### config.mk
export PLATFORM = sky130hd
export DESIGN_NAME = pt_walker
export DESIGN_NICKNAME = d
export VERILOG_FILES = /design/src/rtl/pt_walk_pkg.sv /design/src/rtl/pt_walk_addr.sv /design/src/rtl/pt_walk_ctrl.sv /design/src/rtl/pt_walker.sv
export SDC_FILE = /design/constraint.sdc
export NUM_CORES = 1
export LEC_CHECK = 0
export BUFFER_PORTS_ARGS = -buffer_cell sky130_fd_sc_hd__buf_2
export CORE_MARGIN = 1.5
export CORE_UTILIZATION = 45
export DETAILED_ROUTE_END_ITERATION = 8
export PLACE_DENSITY = 0.75
export SLEW_MARGIN = 25
export SYNTH_ARGS = -nofsm -noshare
export SYNTH_HDL_FRONTEND = slang
export SYNTH_SLANG_ARGS = --single-unit
### constraint.sdc
create_clock -name clk -period 3.05 [get_ports clk]
set_input_delay 0.61 -clock clk [delete_from_list [all_inputs] [get_ports clk]]
set_output_delay 0.61 -clock clk [all_outputs]
set_load 0.005 [all_outputs]
### src/rtl/pt_walk_pkg.sv
package pt_walk_pkg;

  typedef enum logic [2:0] {
    ST_IDLE,
    ST_RD1,
    ST_WT1,
    ST_RD2,
    ST_WT2,
    ST_DONE,
    ST_FAULT
  } walk_state_t;

  localparam int unsigned ENTRY_VALID_BIT = 0;

  localparam logic [1:0] CAUSE_ROOT   = 2'b01;
  localparam logic [1:0] CAUSE_SECOND = 2'b10;

endpackage

### src/rtl/pt_walk_addr.sv
module pt_walk_addr #(
  parameter int unsigned VA_W       = 32,
  parameter int unsigned HI_W       = 10,
  parameter int unsigned MID_W      = 10,
  parameter int unsigned OFF_W      = 12,
  parameter int unsigned ENTRY_LOG2 = 2
) (
  input  logic [HI_W-1:0]       hi_idx,
  input  logic [VA_W-1:0]       root_base,
  input  logic [MID_W-1:0]      mid_idx,
  input  logic [OFF_W-1:0]      page_off,
  input  logic [VA_W-OFF_W-1:0] entry_frame,
  output logic [VA_W-1:0]       l1_addr,
  output logic [VA_W-1:0]       l2_addr,
  output logic [VA_W-1:0]       phys_addr
);

  localparam int unsigned PAD1 = VA_W - HI_W - ENTRY_LOG2;
  localparam int unsigned PAD2 = VA_W - MID_W - ENTRY_LOG2;

  logic [VA_W-1:0] frame_base;

  always_comb begin
    frame_base = {entry_frame, {OFF_W{1'b0}}};
    l1_addr    = root_base + {{PAD1{1'b0}}, hi_idx, {ENTRY_LOG2{1'b0}}};
    l2_addr    = frame_base + {{PAD2{1'b0}}, mid_idx, {ENTRY_LOG2{1'b0}}};
    phys_addr  = {entry_frame, page_off};
  end

endmodule

### src/rtl/pt_walk_ctrl.sv
module pt_walk_ctrl
  import pt_walk_pkg::*;
#(
  parameter int unsigned VA_W  = 32,
  parameter int unsigned MID_W = 10,
  parameter int unsigned OFF_W = 12
) (
  input  logic                   clk,
  input  logic                   rst,
  input  logic                   req_valid,
  input  logic [MID_W+OFF_W-1:0] req_low,
  input  logic [VA_W-1:0]        l1_addr,
  input  logic [VA_W-1:0]        l2_addr,
  input  logic [VA_W-1:0]        phys_addr,
  output logic [MID_W+OFF_W-1:0] cur_low,
  output logic                   req_ready,
  output logic                   mem_req_valid,
  output logic [VA_W-1:0]        mem_req_addr,
  input  logic                   mem_rsp_valid,
  input  logic [VA_W-1:0]        mem_rsp_data,
  output logic                   done_valid,
  output logic [VA_W-1:0]        done_paddr,
  output logic [VA_W-1:0]        done_pte,
  output logic                   fault_valid,
  output logic [1:0]             fault_cause
);

  walk_state_t state;
  logic        entry_ok;

  assign entry_ok = mem_rsp_data[ENTRY_VALID_BIT];

  always_ff @(posedge clk) begin
    if (rst) begin
      state        <= ST_IDLE;
      cur_low      <= '0;
      mem_req_addr <= '0;
      done_paddr   <= '0;
      done_pte     <= '0;
      fault_cause  <= '0;
    end else begin
      unique case (state)
        ST_IDLE: begin
          if (req_valid) begin
            cur_low      <= req_low;
            mem_req_addr <= l1_addr;
            state        <= ST_RD1;
          end
        end
        ST_RD1: state <= ST_WT1;
        ST_WT1: begin
          if (mem_rsp_valid) begin
            if (!entry_ok) begin
              fault_cause <= CAUSE_ROOT;
              state       <= ST_FAULT;
            end else begin
              mem_req_addr <= l2_addr;
              state        <= ST_RD2;
            end
          end
        end
        ST_RD2: state <= ST_WT2;
        ST_WT2: begin
          if (mem_rsp_valid) begin
            if (!entry_ok) begin
              fault_cause <= CAUSE_SECOND;
              state       <= ST_FAULT;
            end else begin
              done_pte   <= mem_rsp_data;
              done_paddr <= phys_addr;
              state      <= ST_DONE;
            end
          end
        end
        ST_DONE:  state <= ST_IDLE;
        ST_FAULT: state <= ST_IDLE;
        default:  state <= ST_IDLE;
      endcase
    end
  end

  assign req_ready     = (state == ST_IDLE);
  assign mem_req_valid = (state == ST_RD1) || (state == ST_RD2);
  assign done_valid    = (state == ST_DONE);
  assign fault_valid   = (state == ST_FAULT);

  a_r2_read_single_cycle: assert property (@(posedge clk) disable iff (rst)
    mem_req_valid |=> !mem_req_valid);

  a_r9_busy_after_accept: assert property (@(posedge clk) disable iff (rst)
    (req_ready && req_valid) |=> (!req_ready && mem_req_valid));

  a_r4_done_single_pulse: assert property (@(posedge clk) disable iff (rst)
    done_valid |=> (!done_valid && req_ready));

  a_r5_pte_is_valid: assert property (@(posedge clk) disable iff (rst)
    done_valid |-> done_pte[ENTRY_VALID_BIT]);

  a_r6_cause_one_level: assert property (@(posedge clk) disable iff (rst)
    fault_valid |-> ($countones(fault_cause) == 1));

  a_r7_fault_follows_response: assert property (@(posedge clk) disable iff (rst)
    fault_valid |-> $past(mem_rsp_valid));

  a_r8_outcomes_exclusive: assert property (@(posedge clk) disable iff (rst)
    !(done_valid && fault_valid));

endmodule

### src/rtl/pt_walker.sv
module pt_walker #(
  parameter int unsigned VA_W       = 32,
  parameter int unsigned HI_W       = 10,
  parameter int unsigned MID_W      = 10,
  parameter int unsigned ENTRY_LOG2 = 2
) (
  input  logic            clk,
  input  logic            rst,
  input  logic            req_valid,
  input  logic [VA_W-1:0] req_vaddr,
  input  logic [VA_W-1:0] root_base,
  output logic            req_ready,
  output logic            mem_req_valid,
  output logic [VA_W-1:0] mem_req_addr,
  input  logic            mem_rsp_valid,
  input  logic [VA_W-1:0] mem_rsp_data,
  output logic            done_valid,
  output logic [VA_W-1:0] done_paddr,
  output logic [VA_W-1:0] done_pte,
  output logic            fault_valid,
  output logic [1:0]      fault_cause
);

  localparam int unsigned OFF_W = VA_W - HI_W - MID_W;
  localparam int unsigned LOW_W = MID_W + OFF_W;

  logic [LOW_W-1:0] cur_low;
  logic [VA_W-1:0]  l1_addr;
  logic [VA_W-1:0]  l2_addr;
  logic [VA_W-1:0]  phys_addr;

  pt_walk_addr #(
    .VA_W      (VA_W),
    .HI_W      (HI_W),
    .MID_W     (MID_W),
    .OFF_W     (OFF_W),
    .ENTRY_LOG2(ENTRY_LOG2)
  ) u_addr (
    .hi_idx     (req_vaddr[VA_W-1 -: HI_W]),
    .root_base  (root_base),
    .mid_idx    (cur_low[OFF_W +: MID_W]),
    .page_off   (cur_low[OFF_W-1:0]),
    .entry_frame(mem_rsp_data[VA_W-1:OFF_W]),
    .l1_addr    (l1_addr),
    .l2_addr    (l2_addr),
    .phys_addr  (phys_addr)
  );

  pt_walk_ctrl #(
    .VA_W (VA_W),
    .MID_W(MID_W),
    .OFF_W(OFF_W)
  ) u_ctrl (
    .clk          (clk),
    .rst          (rst),
    .req_valid    (req_valid),
    .req_low      (req_vaddr[LOW_W-1:0]),
    .l1_addr      (l1_addr),
    .l2_addr      (l2_addr),
    .phys_addr    (phys_addr),
    .cur_low      (cur_low),
    .req_ready    (req_ready),
    .mem_req_valid(mem_req_valid),
    .mem_req_addr (mem_req_addr),
    .mem_rsp_valid(mem_rsp_valid),
    .mem_rsp_data (mem_rsp_data),
    .done_valid   (done_valid),
    .done_paddr   (done_paddr),
    .done_pte     (done_pte),
    .fault_valid  (fault_valid),
    .fault_cause  (fault_cause)
  );

endmodule

Word level (Yosys, flattened, before mapping)
Index checks and enable logic that the tools add are counted.
- flip-flop bits (word level): 123
- bits of input ports: 100
- word-level logic and storage cells: 44
- output and inout port bits: 102
- eq/ne operators: 12
- mux-type cells: 15
- add/sub/neg operators: 2
- reduce and logical (&&, ||, !) cells: 9
- operators by type and width (kind ; number):
    2-to-1 mux 32 bit ; 3
    adder 32 x 12 -> 32 bit ; 2
    one-hot mux 32 bit (2 select lines) ; 1
    one-hot mux 3 bit (5 select lines) ; 1
    2-to-1 mux 3 bit ; 4
    != test 2 bit, second input constant ; 6
    2-to-1 mux 2 bit ; 5
    == test 3 bit, second input constant ; 3
    == test 3 x 2 -> 1 bit, second input constant ; 2
    AND reduction 3 bit ; 2
    AND reduction 5 bit ; 1
    one-hot mux 2 bit (2 select lines) ; 1
    AND reduction 4 bit ; 1
    nonzero test 2 bit ; 2
    == test 3 x 1 -> 1 bit, second input constant ; 1
    zero test 3 bit ; 1
    AND reduction 2 bit ; 1
    logical OR 1 bit ; 1

Longest topological paths before layout
Gate-level depths: netlist (run 1).
- word-level depth: 4
- depth in mapped cells: 8
- gate-level depth less buffers: 8

Hierarchy
From an unflattened synthesis (run 1), not the netlist that was laid out.
- cells, all modules: 795
- area total of the unflattened synthesis: 6593.8 sq um
- by module, submodules not included (module ; area each (sq um) ; instances ; cells an instance ; sequential area each (sq um)):
    pt_walk_ctrl ; 5230.0 ; 1 ; 609 ; 2462.4
    pt_walk_addr ; 1363.8 ; 1 ; 186 ; 0.0

Worst setup path after synthesis (run 1)
Ideal clock, no wire load.
- kind: input to register
- start: input req_vaddr[22]
- end: register u_ctrl.mem_req_addr[12]
- data required time: 2.947 ns
- slack: 0.459 ns
- stages on the path: 7
- arrival time: 2.488 ns
- path buffers: 0
- setup time: 0.103 ns
- path through: ha_1 > fa_1 > a211oi_1 > nor3_2 > o21ai_2 > xor2_1 > a2111oi_2
- cells in the longest elaborated chain, start to end: 3
- RTL lines (what ; RTL line ; text):
    start, declared ; pt_walker.sv:10 ; input logic [VA_W-1:0] req_vaddr,
    adder 32 x 12 -> 32 bit ; pt_walk_addr.sv:25 ; l1_addr = root_base + {{PAD1{1'b0}}, hi_idx, {ENTRY_LOG2{1'b0}}};
    2-to-1 mux 32 bit ; pt_walk_ctrl.sv:44 ; if (req_valid) begin
    one-hot mux 32 bit (2 select lines) ; pt_walk_ctrl.sv:42 ; unique case (state)
    end signal, assigned ; pt_walk_ctrl.sv:46 ; mem_req_addr <= l1_addr;
    end signal, assigned ; pt_walk_ctrl.sv:57 ; mem_req_addr <= l2_addr;
    end, declared ; pt_walk_ctrl.sv:18 ; output logic [VA_W-1:0] mem_req_addr,
No other way between the ends. The select of a mux whose other input is x is not followed.
A chain may end at the register's enable or synchronous reset.

Final worst setup path (run 1)
- start: input req_vaddr[22]
- end: register u_ctrl.mem_req_addr[24]
Same word-level chain as after synthesis.

==> results of run 1 <==
worst max path at each step:
| stage | slack (ns) | from | endpoint | cells after the start |
|---|---|---|---|---|
| 2_1_floorplan | 0.46 | req_vaddr[22] | u_ctrl.mem_req_addr[12] | 7 |
| 3_3_place_gp | 0.29 | req_vaddr[22] | u_ctrl.mem_req_addr[30] | 10 |
| 3_5_place_dp | 0.23 | req_vaddr[22] | u_ctrl.mem_req_addr[30] | 10 |
| 4_1_cts | 0.59 | req_vaddr[22] | u_ctrl.mem_req_addr[30] | 10 |
| 5_1_grt | 0.46 | req_vaddr[22] | u_ctrl.mem_req_addr[12] | 8 |
| 6_report | 0.58 | req_vaddr[22] | u_ctrl.mem_req_addr[24] | 10 |
where the power goes:
| group | leakage (uW) | switching (uW) | internal (uW) | total, uW |
|---|---|---|---|---|
| registers | 0.000840 | 67.0 | 1450 | 1510 |
| clock network | 0.000150 | 495 | 722 | 1220 |
| logic | 0.00179 | 443 | 297 | 740 |
| total | 0.00278 | 1010 | 2460 | 3470 |
state kept, by name, summed over array words and instances, names as in the netlist:
name,count
u_ctrl.cur_low,22
u_ctrl.done_paddr,31
u_ctrl.done_pte,13
u_ctrl.mem_req_addr,32
u_ctrl.state,3
u_ctrl.fault_cause,2
final cells by class:
type,instances,area [um^2]
Fill cell,1050,4570
Multi-Input combinational cell,483,2680
Sequential cell,103,2060
Timing Repair Buffer,214,1120
Clock buffer,11,233
Tap cell,140,175
Clock inverter,5,81.3
Inverter,6,22.5
cells in the final DEF, fill, tap and decap left out, types with 3 or more instances in the layout:
master / instances
buf_2: 200
nand2_1: 169
dfxtp_1: 103
a21oi_1: 96
nor2_1: 34
nand3_1: 16
nor3_1: 15
a211oi_1: 13
xnor2_1: 13
buf_4: 13
o21ai_0: 12
ha_1: 10
clkbuf_16: 9
a31oi_1: 8
inv_1: 6
nor2b_1: 5
nand2b_1: 5
a21boi_0: 5
o22ai_1: 5
or3_1: 5
a311oi_1: 5
mux2i_1: 5
and2_1: 4
nand4_1: 4
o21bai_1: 4
a21o_1: 3
xor2_1: 3
worst max-delay path, cell delays in order:
cell and delay (ns):
buf_2 0.10, ha_1 0.22, fa_1 0.43, a211oi_1 0.44, nor3_2 0.15, o21ai_2 0.26
buf_4 0.19, nor3b_2 0.05, xnor2_1 0.16, a21oi_1 0.09
routing by layer:
metal / vias to the layer above / wire [um] / track usage
met1: 2436 / 6090 / 0.294
met2: 219 / 7440 / 0.449
met5: - / 0 / 0
met4: 0 / 388 / 0.129
met3: 25 / 1330 / 0.0640
li1: 2575 / - / -
logic make-up (layout without fill, tap and decap cells):
| group | after synthesis | in the layout |
|---|---|---|
| AOI/OAI and AO/OA | 173 | 173 |
| xor gates and xnor gates | 16 | 16 |
| adders and majority gates | 11 | 11 |
| buffers and inverters | 67 | 236 |
| DFF | 103 | 103 |
| muxes | 5 | 5 |
| and+or+nand+nor | 278 | 278 |
per-stage QoR:
step,total power [uW],instances,utilization,cell area (um^2),setup WS [ns]
CTS,3500,962,0.582,6370,0.589
floorplan,1970,653,-,5070,0.459
global route,3650,962,0.582,6370,0.459
global placement,2260,946,0.554,6060,0.291
finish,3470,962,0.582,6370,0.576
detailed placement,2280,946,0.554,6060,0.231
==> impl_metrics.json, run 1 <==
{
  "tns_ns": 0,
  "vias": 5255,
  "grt_antenna_before_repair": 1,
  "diodes": 0,
  "hold_buffers": 0,
  "drive_above_1_share": 0.297,
  "fmax_ghz": 0.404,
  "status": "finished, final reports clean",
  "overflow": 0,
  "grtUsageTotal": 0.259,
  "p_per_area_mw_per_mm2": 545,
  "numClockSinks": 103,
  "post_cts_resized": 0,
  "yosysSeqAreaShare": 0.407,
  "dr.pass1.iters": 5,
  "grt_pass1_wl_um": 23900,
  "synth-edff-count": 0,
  "die_w_um": 109,
  "syn_nets": 764,
  "setup.worst_path.start_class": "input port",
  "rows": 38,
  "die_h_um": 109,
  "period_share": 0.811,
  "first_iter_violations": 381,
  "hold_ws_ns": 0.448,
  "clkTransAtPathRegs_ns": 0.07,
  "path_max_fanout": 5,
  "boundaryPins": 202,
  "grt_pass1_vias": 5079,
  "hold_path_class": "reg -> reg",
  "wl_per_cell_um": 15.8,
  "fin_skew_ns": 0.00610,
  "yosys.area.top_type_share": 0.407,
  "cp.arrival_ns": 2.70,
  "initial_core_util": 0.464,
  "worst_slew_pin_slew_ns": 0.690,
  "cap_violations": 0,
  "die_area_mm2": 0.0119,
  "drc": 0,
  "finalWorstPathRequiredPeriod_ns": 2.47,
  "leakagePower_uw": 0.00278,
  "critical_path_class": "in -> reg",
  "yosys-top-cells-area": "dfxtp_1 (41%), nand2_1 (13%), a21oi_1 (9.5%)",
  "max-slew-margin-rel": 0.540,
  "yosysTopAreaCell": "dfxtp_1",
  "nNetsFinal": 928,
  "htree_levels": 3,
  "finalMaxSlewViolations": 0,
  "synthCells": 653,
  "rr_startpoint": "u_ctrl.state[1]",
  "avgSynthCellArea_um2": 7.77,
  "ir_worst_vdd_v": 0.000272,
  "synthSimpleGateAreaFrac": 0.249,
  "regToRegSetupSlack_ns": 0.81,
  "holdPathEnd": "u_ctrl.done_paddr[2]",
  "synth-seq-cells": 103,
  "port_buffers": 201,
  "viasPerCell": 5.46,
  "clockRootBuffer": "clkbuf_16",
  "grt_max_degree": 65,
  "core_area_mm2": 0.0109,
  "synthTopCellsByCount": "nand2_1 (169), dfxtp_1 (103), a21oi_1 (96)",
  "r2r_cells": 5,
  "yosys_warnings": 0,
  "synth_fa_ha_area_frac": 0.0286,
  "drtAntennaViolNets": 0,
  "synth-compound-area-share": 0.213,
  "cp_data_required_time_ns": 3.27,
  "area_growth_pct": 25.6,
  "synth_ff_type": "dfxtp_1",
  "gp_congestion": 0.911,
  "setup_viol": 0,
  "worstSetupEndpointType": "flop",
  "synthXorXnorAreaFrac": 0.0276,
  "reg2reg_to": "u_ctrl.mem_req_addr[19]",
  "cts_inserted_buffers": 9,
  "async_flop_share": 0,
  "post-cts-setup-buffer-count": 0,
  "cts_tree": "built",
  "yosysMostFrequentCell": "nand2_1",
  "holdCritStartpoint": "u_ctrl.cur_low[2]",
  "synth_area_mm2": 0.00507,
  "dp_hpwl_um": 11200,
  "synthMuxAreaShare": 0.00987,
  "synth_top_family_by_area": "simple AND/OR/NAND/NOR gates",
  "holdPathStages": 2,
  "hold_viol_final": 0,
  "wl_um": 15200,
  "post_synth_num_cell_types": 59,
  "cts_max_path_buffers": 2,
  "clk_latency_ns": 0.34,
  "rsz0062_at_grt": "false"
}
(Power assumes the default switching activity.)
==> run 2: changes to the inputs <==
--- a/config.mk
+++ b/config.mk
@@ -7,9 +7,9 @@
 export LEC_CHECK = 0
 export BUFFER_PORTS_ARGS = -buffer_cell sky130_fd_sc_hd__buf_2
 export CORE_MARGIN = 1.5
-export CORE_UTILIZATION = 45
+export CORE_UTILIZATION = 44
 export DETAILED_ROUTE_END_ITERATION = 8
-export PLACE_DENSITY = 0.75
+export PLACE_DENSITY = 0.76
 export SLEW_MARGIN = 25
 export SYNTH_ARGS = -nofsm -noshare
 export SYNTH_HDL_FRONTEND = slang
==> constraint.sdc (replaced) <==
create_clock -name clk -period 2.06 [get_ports clk]
set_input_delay 0.412 -clock clk [delete_from_list [all_inputs] [get_ports clk]]
set_output_delay 0.412 -clock clk [all_outputs]
set_load 0.005 [all_outputs]
==> run 2 against run 1 <==
  * Total power is 45% higher
  * Clock power is 33% higher
  * Sequential cell count stayed put
  * Global-route usage is 2.9 points lower
  * Die area is 2.2% higher
  * Register-to-register slack worse by 0.47 ns
==> impl_metrics.json, run 2 (same netlist as run 1, synthesis figures left out) <==
{
  "status": "finished, final reports clean",
  "drtAntennaViolNets": 0,
  "dr.pass1.iters": 4,
  "cp_data_required_time_ns": 2.29,
  "numClockSinks": 103,
  "wl_per_cell_um": 14.5,
  "overflow": 0,
  "die_area_mm2": 0.0122,
  "diodes": 0,
  "die_h_um": 110,
  "clkTransAtPathRegs_ns": 0.07,
  "core_area_mm2": 0.0113,
  "hold_path_class": "in -> reg",
  "grt_max_degree": 50,
  "worst_slew_pin_slew_ns": 0.496,
  "grtUsageTotal": 0.230,
  "layout_commonest_cell": "buf_2",
  "cpPeakStageDelay_ns": 0.37,
  "fmax_ghz": 0.507,
  "path_delay_family": "compound AO/OA/AOI/OAI gates",
  "grt_pass1_vias": 4568,
  "grt_antenna_before_repair": 0,
  "layout_common_cells": "buf_2 (200), nand2_1 (169), dfxtp_1 (103), a21oi_1 (96), buf_4 (42)",
  "cts_max_path_buffers": 2,
  "top_register": "u_ctrl.mem_req_addr",
  "leakagePower_uw": 0.00293,
  "setup_viol": 0,
  "path_max_fanout": 7,
  "critical_path_class": "in -> reg",
  "cp_slowest_cell": "ha_2",
  "viasPerCell": 5.19,
  "cp.arrival_ns": 2.21,
  "vias": 5152,
  "hold_viol_final": 0,
  "crit_chain": "buf_2 > ha_2 > o21ai_0 > o211ai_1 > o21ai_4 > buf_4 > nor4b_2 > mux2i_1 > nand2_1",
  "rr_startpoint": "u_ctrl.state[2]",
  "boundaryPins": 202,
  "path_depth": 9,
  "p_per_area_mw_per_mm2": 761,
  "rsz0062_at_grt": "false",
  "first_iter_violations": 384,
  "finalWorstPathRequiredPeriod_ns": 1.97,
  "largest_reg_flops": 32,
  "cap_violations": 0,
  "cp-endpoint": "u_ctrl.mem_req_addr[26]",
  "drive_above_1_share": 0.331,
  "regToRegSetupSlack_ns": 0.34,
  "htree_levels": 3,
  "holdPathStages": 3,
  "finalMaxSlewViolations": 0,
  "drc": 0,
  "tns_ns": 0,
  "dp_hpwl_um": 10900,
  "port_buffers": 201,
  "reg2reg_to": "u_ctrl.mem_req_addr[13]",
  "cts_inserted_buffers": 9,
  "max-slew-margin-rel": 0.670,
  "hold_buffers": 0,
  "cp.buffers_inverters": 2,
  "clockRootBuffer": "clkbuf_16",
  "wl_um": 14400,
  "cts_tree": "built",
  "clk_latency_ns": 0.34,
  "r2r_cells": 7,
  "die_w_um": 110,
  "fill_cells": 1054,
  "grt_pass1_wl_um": 21800,
  "hold_ws_ns": 0.307,
  "rows": 39,
  "cp-startpoint": "root_base[9]",
  "period_share": 0.957,
  "fin_skew_ns": 0.00801,
  "worstSetupEndpointType": "flop",
  "nNetsFinal": 957,
  "top_regs": "u_ctrl.mem_req_addr (32), u_ctrl.done_paddr (31), u_ctrl.cur_low (22)",
  "setup.worst_path.start_class": "input port",
  "gp_congestion": 0.868,
  "area_growth_pct": 30.5,
  "initial_core_util": 0.448,
  "ir_worst_vdd_v": 0.000605
}
run 2: worst min-delay path by stage:
stage	from	endpoint	slack (ns)
global placement	u_ctrl.cur_low[9]	u_ctrl.done_paddr[9]	0.44
CTS	req_vaddr[9]	u_ctrl.cur_low[9]	0.29
detailed placement	u_ctrl.mem_req_addr[1]	u_ctrl.mem_req_addr[1]	0.44
floorplan	u_ctrl.cur_low[0]	u_ctrl.done_paddr[0]	0.43
global route	req_vaddr[15]	u_ctrl.cur_low[15]	0.30
finish	req_vaddr[8]	u_ctrl.cur_low[8]	0.31
run 2: area by class of cell:
class                   instances  area [um^2]  area share
clock inverters                 5         41.3     0.00624
clock buffers                  10          239      0.0361
well taps                     143          179      0.0270
flip-flops and latches        103         2060       0.311
repair buffers                243         1340       0.202
multi-input cells             483         2740       0.414
inverters                       6         22.5     0.00340
run 2: worst reg2reg max path: stages, from the launching register on:
cell and delay [ns]:
dfxtp_1 0.33, nor2_1 0.26, nand2_1 0.28, buf_4 0.28, nor3_1 0.22, nor3_1 0.08, o31ai_1 0.09, a31oi_1 0.06
run 2: power by group:
group | leakage [uW] | internal (uW) | switching (uW) | total (uW)
Sequential | 0.000840 | 2140 | 80.9 | 2220
Clock | 0.000137 | 862 | 755 | 1620
Combinational | 0.00195 | 515 | 683 | 1200
Total | 0.00293 | 3520 | 1520 | 5040
run 2: stage by stage:
step	worst slack [ns]	cells	instance area (um^2)	utilization	total power, uW
floorplan	-0.0249	653	5090	-	2920
global placement	-0.235	978	6300	0.556	3430
detailed placement	-0.284	978	6300	0.556	3450
CTS	0.0778	993	6580	0.581	5070
global route	0.0134	993	6620	0.585	5320
finish	0.0888	993	6620	0.585	5040
run 2: metal layers:
metal | global-route usage | vias to the layer above | share of wire
met2 | 0.419 | 173 | 0.50
met4 | 0.0403 | 0 | 0.0073
met5 | 0 | - | 0
met3 | 0.0805 | 10 | 0.088
li1 | - | 2632 | -
met1 | 0.260 | 2337 | 0.41
run 2: repair_timing:
action / CTS / global route
setup buffers: 0 / 1
gates resized for setup: 0 / 9
setup endpoints to repair: 0 / 7
